### src/rtl/shadow_bank_pkg.sv
package shadow_bank_pkg;
  localparam int BYTE_W = 8;
  localparam int NBYTE  = 17;
  localparam int SIZE_W = 11;
  localparam int TIME_W = 16;
  localparam int MIR_W  = 2;
  localparam int FLAT_W = NBYTE * BYTE_W;

  typedef logic [BYTE_W-1:0] byte_t;

  typedef struct packed {
    logic [SIZE_W-1:0] h_size;
    logic [SIZE_W-1:0] v_size;
    logic [SIZE_W-1:0] h_start;
    logic [SIZE_W-1:0] v_start;
    logic [TIME_W-1:0] line_time;
    logic [TIME_W-1:0] v_blank;
    logic [TIME_W-1:0] exp_rows;
    logic [TIME_W-1:0] exp_clks;
    logic [MIR_W-1:0]  mirror;
  } cfg_t;

  // Storable bits per staged byte.
  function automatic byte_t byte_mask(input int idx);
    if (idx < 8 && (idx % 2) == 1) return byte_t'((1 << (SIZE_W - BYTE_W)) - 1);
    else if (idx == NBYTE - 1)     return byte_t'((1 << MIR_W) - 1);
    else                           return '1;
  endfunction

  function automatic byte_t byte_default(input int idx);
    case (idx)
      0:       return 8'h80;
      1:       return 8'h07;
      2:       return 8'h38;
      3:       return 8'h04;
      8:       return 8'hC4;
      9:       return 8'h12;
      10:      return 8'h24;
      12:      return 8'h32;
      default: return 8'h00;
    endcase
  endfunction

  function automatic logic [FLAT_W-1:0] default_flat();
    logic [FLAT_W-1:0] f;
    for (int i = 0; i < NBYTE; i++) f[i*BYTE_W +: BYTE_W] = byte_default(i);
    return f;
  endfunction

  function automatic cfg_t unpack_cfg(input logic [FLAT_W-1:0] f);
    cfg_t c;
    c.h_size    = SIZE_W'({f[1*BYTE_W +: BYTE_W],  f[0*BYTE_W +: BYTE_W]});
    c.v_size    = SIZE_W'({f[3*BYTE_W +: BYTE_W],  f[2*BYTE_W +: BYTE_W]});
    c.h_start   = SIZE_W'({f[5*BYTE_W +: BYTE_W],  f[4*BYTE_W +: BYTE_W]});
    c.v_start   = SIZE_W'({f[7*BYTE_W +: BYTE_W],  f[6*BYTE_W +: BYTE_W]});
    c.line_time = {f[9*BYTE_W +: BYTE_W],  f[8*BYTE_W +: BYTE_W]};
    c.v_blank   = {f[11*BYTE_W +: BYTE_W], f[10*BYTE_W +: BYTE_W]};
    c.exp_rows  = {f[13*BYTE_W +: BYTE_W], f[12*BYTE_W +: BYTE_W]};
    c.exp_clks  = {f[15*BYTE_W +: BYTE_W], f[14*BYTE_W +: BYTE_W]};
    c.mirror    = MIR_W'(f[16*BYTE_W +: BYTE_W]);
    return c;
  endfunction
endpackage

### src/rtl/shadow_stage_bank.sv
module shadow_stage_bank
  import shadow_bank_pkg::*;
#(
  parameter int                ADDR_W     = 16,
  parameter logic [ADDR_W-1:0] STAGE_BASE = 16'h0040
) (
  input  logic              clk,
  input  logic              rst,
  input  logic              wr_en,
  input  logic [ADDR_W-1:0] wr_addr,
  input  byte_t             wr_data,
  input  logic [ADDR_W-1:0] rd_addr,
  output byte_t             rd_byte,
  output logic              rd_hit,
  output logic [FLAT_W-1:0] flat_next
);
  logic [FLAT_W-1:0] flat_q;

  for (genvar i = 0; i < NBYTE; i++) begin : g_byte
    logic  hit;
    byte_t q;
    assign hit = wr_en && (wr_addr == ADDR_W'(STAGE_BASE + i));
    // Next value already holds this cycle's write, so a commit sees it.
    assign flat_next[i*BYTE_W +: BYTE_W] = hit ? (wr_data & byte_mask(i)) : q;
    always_ff @(posedge clk) begin
      if (rst) q <= byte_default(i);
      else     q <= flat_next[i*BYTE_W +: BYTE_W];
    end
    assign flat_q[i*BYTE_W +: BYTE_W] = q;
  end

  always_comb begin
    rd_byte = '0;
    rd_hit  = 1'b0;
    for (int i = 0; i < NBYTE; i++) begin
      if (rd_addr == ADDR_W'(STAGE_BASE + i)) begin
        rd_byte = flat_q[i*BYTE_W +: BYTE_W];
        rd_hit  = 1'b1;
      end
    end
  end
endmodule

### src/rtl/shadow_commit_ctrl.sv
module shadow_commit_ctrl #(
  parameter int                ADDR_W    = 16,
  parameter logic [ADDR_W-1:0] CTRL_ADDR = 16'h001D
) (
  input  logic              clk,
  input  logic              rst,
  input  logic              wr_en,
  input  logic [ADDR_W-1:0] wr_addr,
  input  logic [1:0]        cmd_bits,
  input  logic              frame_start,
  output logic              commit,
  output logic              pending,
  output logic              restart
);
  logic ctrl_hit, cmd_now, cmd_arm, pending_n;

  assign ctrl_hit = wr_en && (wr_addr == CTRL_ADDR);
  assign cmd_now  = ctrl_hit && cmd_bits[0];
  assign cmd_arm  = ctrl_hit && !cmd_bits[0] && cmd_bits[1];
  assign commit   = cmd_now || (pending && frame_start);

  always_comb begin
    pending_n = pending;
    if (cmd_now)                     pending_n = 1'b0;
    else if (cmd_arm)                pending_n = 1'b1;
    else if (pending && frame_start) pending_n = 1'b0;
  end

  always_ff @(posedge clk) begin
    if (rst) begin
      pending <= 1'b0;
      restart <= 1'b0;
    end else begin
      pending <= pending_n;
      restart <= cmd_now;
    end
  end

  assert_now_restart_R4: assert property (@(posedge clk) disable iff (rst)
    (wr_en && wr_addr == CTRL_ADDR && cmd_bits[0]) |=> (restart && !pending));

  assert_arm_quiet_R5: assert property (@(posedge clk) disable iff (rst)
    (wr_en && wr_addr == CTRL_ADDR && cmd_bits == 2'b10) |=> (pending && !restart));

  assert_consume_R6: assert property (@(posedge clk) disable iff (rst)
    (pending && frame_start && !(wr_en && wr_addr == CTRL_ADDR && cmd_bits != 2'b00))
      |=> !pending);
endmodule

### src/rtl/shadow_active_set.sv
module shadow_active_set
  import shadow_bank_pkg::*;
(
  input  logic              clk,
  input  logic              rst,
  input  logic              commit,
  input  logic [FLAT_W-1:0] flat_next,
  output cfg_t              cfg
);
  always_ff @(posedge clk) begin
    if (rst)         cfg <= unpack_cfg(default_flat());
    else if (commit) cfg <= unpack_cfg(flat_next);
  end
endmodule

### src/rtl/shadow_frame_bank.sv
module shadow_frame_bank
  import shadow_bank_pkg::*;
#(
  parameter int                ADDR_W     = 16,
  parameter logic [ADDR_W-1:0] CTRL_ADDR  = 16'h001D,
  parameter logic [ADDR_W-1:0] STAGE_BASE = 16'h0040
) (
  input  logic                clk,
  input  logic                rst,
  input  logic                wr_en,
  input  logic [ADDR_W-1:0]   wr_addr,
  input  logic [BYTE_W-1:0]   wr_data,
  input  logic [ADDR_W-1:0]   rd_addr,
  output logic [BYTE_W-1:0]   rd_data,
  input  logic                frame_start,
  output logic                frame_restart,
  output logic [SIZE_W-1:0]   h_size,
  output logic [SIZE_W-1:0]   v_size,
  output logic [SIZE_W-1:0]   h_start,
  output logic [SIZE_W-1:0]   v_start,
  output logic [TIME_W-1:0]   line_time,
  output logic [TIME_W-1:0]   v_blank,
  output logic [TIME_W-1:0]   exp_rows,
  output logic [TIME_W-1:0]   exp_clks,
  output logic [MIR_W-1:0]    mirror
);
  logic [FLAT_W-1:0] flat_next;
  byte_t             rd_byte;
  logic              rd_hit, commit, pending;
  cfg_t              cfg;

  shadow_stage_bank #(.ADDR_W(ADDR_W), .STAGE_BASE(STAGE_BASE)) u_stage (
    .clk(clk), .rst(rst), .wr_en(wr_en), .wr_addr(wr_addr), .wr_data(wr_data),
    .rd_addr(rd_addr), .rd_byte(rd_byte), .rd_hit(rd_hit), .flat_next(flat_next)
  );

  shadow_commit_ctrl #(.ADDR_W(ADDR_W), .CTRL_ADDR(CTRL_ADDR)) u_ctrl (
    .clk(clk), .rst(rst), .wr_en(wr_en), .wr_addr(wr_addr), .cmd_bits(wr_data[1:0]),
    .frame_start(frame_start), .commit(commit), .pending(pending), .restart(frame_restart)
  );

  shadow_active_set u_active (
    .clk(clk), .rst(rst), .commit(commit), .flat_next(flat_next), .cfg(cfg)
  );

  always_ff @(posedge clk) begin
    if (rst)                      rd_data <= '0;
    else if (rd_addr == CTRL_ADDR) rd_data <= {6'b0, pending, 1'b0};
    else if (rd_hit)              rd_data <= rd_byte;
    else                          rd_data <= '0;
  end

  assign h_size    = cfg.h_size;
  assign v_size    = cfg.v_size;
  assign h_start   = cfg.h_start;
  assign v_start   = cfg.v_start;
  assign line_time = cfg.line_time;
  assign v_blank   = cfg.v_blank;
  assign exp_rows  = cfg.exp_rows;
  assign exp_clks  = cfg.exp_clks;
  assign mirror    = cfg.mirror;

  // Active outputs move only after a control write or a frame start.
  assert_active_hold_R2: assert property (@(posedge clk) disable iff (rst)
    (!(wr_en && wr_addr == CTRL_ADDR) && !frame_start) |=> $stable(cfg));
endmodule

### config.mk
export PLATFORM = sky130hd
export DESIGN_NAME = shadow_frame_bank
export DESIGN_NICKNAME = d
export VERILOG_FILES = /design/src/rtl/shadow_bank_pkg.sv /design/src/rtl/shadow_stage_bank.sv /design/src/rtl/shadow_commit_ctrl.sv /design/src/rtl/shadow_active_set.sv /design/src/rtl/shadow_frame_bank.sv
export SDC_FILE = /design/constraint.sdc
export NUM_CORES = 1
export LEC_CHECK = 0
export BUFFER_PORTS_ARGS = -buffer_cell sky130_fd_sc_hd__buf_2
export CAP_MARGIN = 0
export CORE_ASPECT_RATIO = 0.9
export CORE_UTILIZATION = 55
export CTS_CLUSTER_DIAMETER = 200
export CTS_CLUSTER_SIZE = 14
export DETAILED_ROUTE_END_ITERATION = 16
export PLACE_DENSITY = 0.78
export SLEW_MARGIN = 15
export SYNTH_ARGS = -nofsm -noshare
export SYNTH_HDL_FRONTEND = slang
export SYNTH_SLANG_ARGS = --single-unit
### constraint.sdc
create_clock -name clk -period 5.3 [get_ports clk]
set_clock_uncertainty 0.1 [all_clocks]
set_input_delay 0.265 -clock clk [delete_from_list [all_inputs] [get_ports clk]]
set_output_delay 0.265 -clock clk [all_outputs]
set_load 0.05 [all_outputs]
==> Word-level counts from Yosys, hierarchy flattened <==
Index checks and enable logic that the tools add are counted.
{ "totals": {"ff_bits": 230, "out_inout_bits": 119, "word_cells": 149, "input_bits": 44} }
{ "op_classes": {"n_reduce_logical": 27, "eq_ne": 36, "mux": 55, "bitwise_logic": 1} }
{ "ops": {"columns": ["op", "n"], "rows": [
  ["$eq 16x7->1 const B", 34],
  ["$mux 8", 29],
  ["$eq 16x5->1 const B", 2],
  ["$logic_and 1x1->1", 22],
  ["$mux 1", 19],
  ["$mux 3", 4],
  ["$mux 2", 3],
  ["$reduce_or 3->1", 1],
  ["$reduce_bool 2->1", 1],
  ["$reduce_or 2->1", 1],
  ["$logic_not 1->1", 1],
  ["$logic_or 1x1->1", 1],
  ["$not 1->1", 1]
]} }

==> Logic depth before layout (Yosys ltp) <==
{ "logic_depth": {"word_depth": 20, "mapped_depth": 9, "depth_no_buf": 6} }

==> Cells and area by module <==
A second synthesis with hierarchy kept.
{ "hier_totals": {"cells_unflattened": 1116, "hier_area_um2": 11548.6} }
{ "by_module_without_submodules": {"columns": ["module", "cells_per_inst", "area_each_um2", "seq_area_each_um2", "instances"], "rows": [
  ["shadow_stage_bank", 718, 7074.3, 2722.6, 1],
  ["shadow_active_set", 356, 3988.8, 2202.1, 1],
  ["shadow_frame_bank", 25, 337.8, 160.2, 1],
  ["shadow_commit_ctrl", 17, 147.6, 40.0, 1]
]} }

==> Least setup slack after synthesis <==
Ideal clock, no wire load.
{ "synth_path": {"path_kind": "in2reg", "start": "input port rd_addr[9]", "end": "register rd_data[1]", "required_time_ns": 5.067, "arrival_ns": 1.696, "n_path_buf": 0, "setup_slack_ns": 3.370, "path_stages": 6, "setup_ns": 0.133, "cell_sequence": "or4_4 nor3_2 o31ai_1 a311o_1 o21ai_0 o211ai_1"} }
{ "synth_via": {"elab_chain_len": 20, "word_cells_on_any_way": 54, "classes_between": "eq/ne: 18; mux: 36"} }
{ "synth_rtl": {"columns": ["element", "line", "source"], "rows": [
  ["start: declaration", "shadow_frame_bank.sv:13", "input logic [ADDR_W-1:0] rd_addr,"],
  ["$eq 16x7->1", "shadow_stage_bank.sv:36", "if (rd_addr == ADDR_W'(STAGE_BASE + i)) begin"],
  ["$mux 8 or $mux 1 (tied branches) (17 in a row)", "shadow_stage_bank.sv:36", null],
  ["$mux 2", "shadow_frame_bank.sv:49", "else if (rd_hit) rd_data <= rd_byte;"],
  ["$mux 2 (*)", "shadow_frame_bank.sv:48", "else if (rd_addr == CTRL_ADDR) rd_data <= {6'b0, pending, 1'b0};"],
  ["end signal: assignment", "shadow_frame_bank.sv:48", null],
  ["end signal: assignment", "shadow_frame_bank.sv:49", null],
  ["end: declaration", "shadow_frame_bank.sv:14", "output logic [BYTE_W-1:0] rd_data,"]
]} }
Mark *: on every way between the ends. The rest lies on a longest branch, timed or not.
A chain may end at the register's enable or synchronous reset.

==> Worst setup path in the final report <==
{ "layout_path": {"start": "input port wr_addr[9]", "end": "register u_active.cfg[35] (netlist name)"} }
{ "layout_via": {"elab_chain_len": 4, "word_cells_on_any_way": 7, "classes_between": "eq/ne: 2; mux: 1; reduce/logical: 4"} }
{ "layout_rtl": {"columns": ["element", "line", "source"], "rows": [
  ["start: declaration", "shadow_frame_bank.sv:11", "input logic [ADDR_W-1:0] wr_addr,"],
  ["$eq 16x5->1", "shadow_commit_ctrl.sv:17", "assign ctrl_hit = wr_en && (wr_addr == CTRL_ADDR);"],
  ["$logic_and 1x1->1", "shadow_commit_ctrl.sv:17", null],
  ["$logic_and 1x1->1", "shadow_commit_ctrl.sv:18", "assign cmd_now = ctrl_hit && cmd_bits[0];"],
  ["$logic_or 1x1->1", "shadow_commit_ctrl.sv:20", "assign commit = cmd_now || (pending && frame_start);"]
]} }
Parallel ways exist; a longest one is shown, timed or not.

==> impl_metrics.json <==
{
  "status": "finished clean",
  "drv_cap": 0,
  "pin_count": 163,
  "drcViolationCount": 0,
  "dp_cells": 1356,
  "htree_levels": 1,
  "drt_wl_total_um": 26800,
  "fin_util_pct": 64.7,
  "vias": 8038,
  "worst_setup_path_end_kind": "flip-flop",
  "clock_path_buffers": 3,
  "cts_tree": "built",
  "dp_hpwl_um": 18700,
  "synth_nets": 1074,
  "slew_headroom_pct": 36.0,
  "crit_fanout": 75,
  "ys_seq_elements": 230,
  "final_hold_viol_count": 0,
  "die_w_um": 142,
  "crit_type": "in2reg",
  "rows": 45,
  "final_max_slew_viol_count": 0,
  "power.share.clock_pct": 40.6,
  "first_iter_violations": 645,
  "synth_ff_type": "dfxtp_1",
  "ant_nets": 0,
  "dr.pass1.iters": 5,
  "gp_congestion": 0.930,
  "finalSetupViolations": 0,
  "synthArstFlopShare_pct": 0,
  "antenna_found_initial": 0,
  "max_freq_ghz": 0.403,
  "pwr_density_cell_nw_per_um2": 285,
  "tightest_slew_ns": 0.947,
  "cts_setup_buffers": 0,
  "fp.dieArea_um2": 18200,
  "p_comb_share_pct": 4.4,
  "area_growth_pct": 13.8,
  "ys_seq_area_share_pct": 47.5,
  "cp-start-kind": "input port",
  "fp.dieH_um": 128,
  "fin_tns_setup_ns": 0,
  "synth.avg_cell_area_um2": 9.42,
  "final_area_um2": 11000,
  "ctsResizeCount": 0,
  "diodes": 0,
  "worstPathRequired_ns": 5.61,
  "stdcell_count": 1378,
  "power_frac_seq_pct": 55.0,
  "post_dp_cell_area_um2": 10500,
  "synth_edf_count": 0,
  "yosysWarnings": 0,
  "path_clk_slew_ns": 0.07,
  "drive_above_1_share_pct": 21.0,
  "initial_core_util_pct": 56.9,
  "p_leak_nw": 4.58,
  "fin_nets": 1187,
  "netlist_area_um2": 9700,
  "grt_max_degree": 112,
  "post_drt_wl_per_cell_um": 19.5,
  "grt_pass1_vias": 7210,
  "grt_overflow_total": 0,
  "vias_per_cell": 5.83,
  "grt_pass1_wl_um": 40800,
  "syn_inst": 1030,
  "numCtsBuffers": 20,
  "period_share_pct": 46.8,
  "finalCriticalPeriod_ns": 2.48,
  "grt_setup_unrepaired": "no",
  "clk_latency_ns": 0.50,
  "grt_usage_pct": 29.2,
  "yosys.cell_types.count": 71,
  "cp.arrival_ns": 2.79,
  "peakVddDrop_mv": 0.205,
  "clock_sinks": 230,
  "coreArea_um2": 17100,
  "cellInternalPower_mw": 2.44,
  "worstHoldPathType": "in2reg",
  "finalPower_mw": 3.14,
  "swShare_pct": 22.4,
  "p_switching_uw": 703,
  "cts_root_buf": "clkbuf_16",
  "postCtsHoldBufs": 0,
  "io_buffers": 162
}
## power groups by stage
stage                     Combinational (mW)  Clock, mW  Sequential (mW)
after CTS                              0.137       1.30             1.73
after floorplan                       0.0833          0             1.77
final                                  0.140       1.28             1.73
after detailed placement               0.136          0             1.77
after global routing                   0.147       1.37             1.73
after global placement                 0.135          0             1.77
## worst max-delay path, cell delays in order
cell and delay, ns:
buf_2 0.10, nor4b_1 0.36, and4b_1 0.43, a32o_4 0.79
buf_4 0.47, nor2_1 0.07, a211oi_1 0.22
## cell families after synthesis
logic type,after synthesis,share of synthesized area [%]
buffers and inverters,84,4.08
AND/OR/NAND/NOR,385,18.9
AO/OA/AOI/OAI,196,15.3
multiplexers,135,14.2
flip-flops,230,47.5
## through the flow
| stage | hold WS [ns] | worst slack [ns] |
|---|---|---|
| floorplan | 0.311 | 3.37 |
| detailed placement | 0.390 | 2.35 |
| finish | 0.0468 | 2.82 |
| global route | 0.0538 | 2.59 |
| global placement | 0.386 | 2.47 |
| CTS | 0.0317 | 2.86 |
## flip-flops by register name, summed over array words and instances, names as in the netlist
register          count
rd_data               8
u_active.cfg        110
u_ctrl.pending        1
u_ctrl.restart        1
u_stage.g_byte.q    110
## final cells by class
| class | instances | area (um2) |
|---|---|---|
| Clock buffer | 20 | 500 |
| Clock inverter | 2 | 25.0 |
| Fill cell | 1488 | 6020 |
| Inverter | 5 | 18.8 |
| Multi-Input combinational cell | 716 | 4710 |
| Sequential cell | 230 | 4600 |
| Tap cell | 235 | 294 |
| Timing Repair Buffer | 170 | 890 |
## cells in the final DEF (no fill, tap or decap), drive strengths merged, types with 5 or more instances in the layout
cell    instances
and2            5
mux2i         131
nand2          68
a211oi         97
nor3           10
buf           170
nand3          10
o22ai           9
o21ai          21
nor2          232
nor2b           9
dfxtp         230
a21o           18
a21oi          15
a22oi           6
clkbuf         20
nor4           10
nand4           5
inv             6
nor4b           6
nand2b          8
## Yosys cell counts, drive strengths merged (3+ instances only)
cell type  instances  area share [%]
nand2b             8            0.52
o211ai             4            0.31
inv                5            0.19
and2               5            0.32
nand4              5            0.39
nor2b              9            0.58
nor2             232             9.3
o21ai             21             1.1
nor4b              6            0.76
nor3b              4            0.36
or4                3            0.31
a21o              18             1.4
nor4              10             1.1
o22ai              9            0.58
a211oi            97             8.3
dfxtp            230              47
a22oi              6            0.46
mux2i            131              14
nor3              10            0.57
nand3b             4            0.31
nand3             10            0.62
nand2             68             2.7
clkbuf            41             1.6
a21oi             15            0.77
buf               38             2.3
and3               4            0.26
## path summary, 6_finish.rpt
| path | from | end | slack, ns | cells past startpoint |
|---|---|---|---|---|
| max | wr_addr[9] | u_active.cfg[35] | 2.82 | 7 |
| min | frame_start | u_ctrl.pending | 0.05 | 4 |
| max reg2reg | u_ctrl.pending | u_active.cfg[35] | 3.19 | 4 |
| min reg2reg | u_active.cfg[105] | u_active.cfg[105] | 0.39 | 2 |
## layer usage
| layer | wire, um | global-route usage (%) |
|---|---|---|
| met1 | 13200 | 44.7 |
| met2 | 11200 | 42.8 |
| met3 | 2020 | 4.82 |
| met4 | 408 | 5.95 |
| met5 | 0 | 0 |
(Power assumes the default switching activity.)
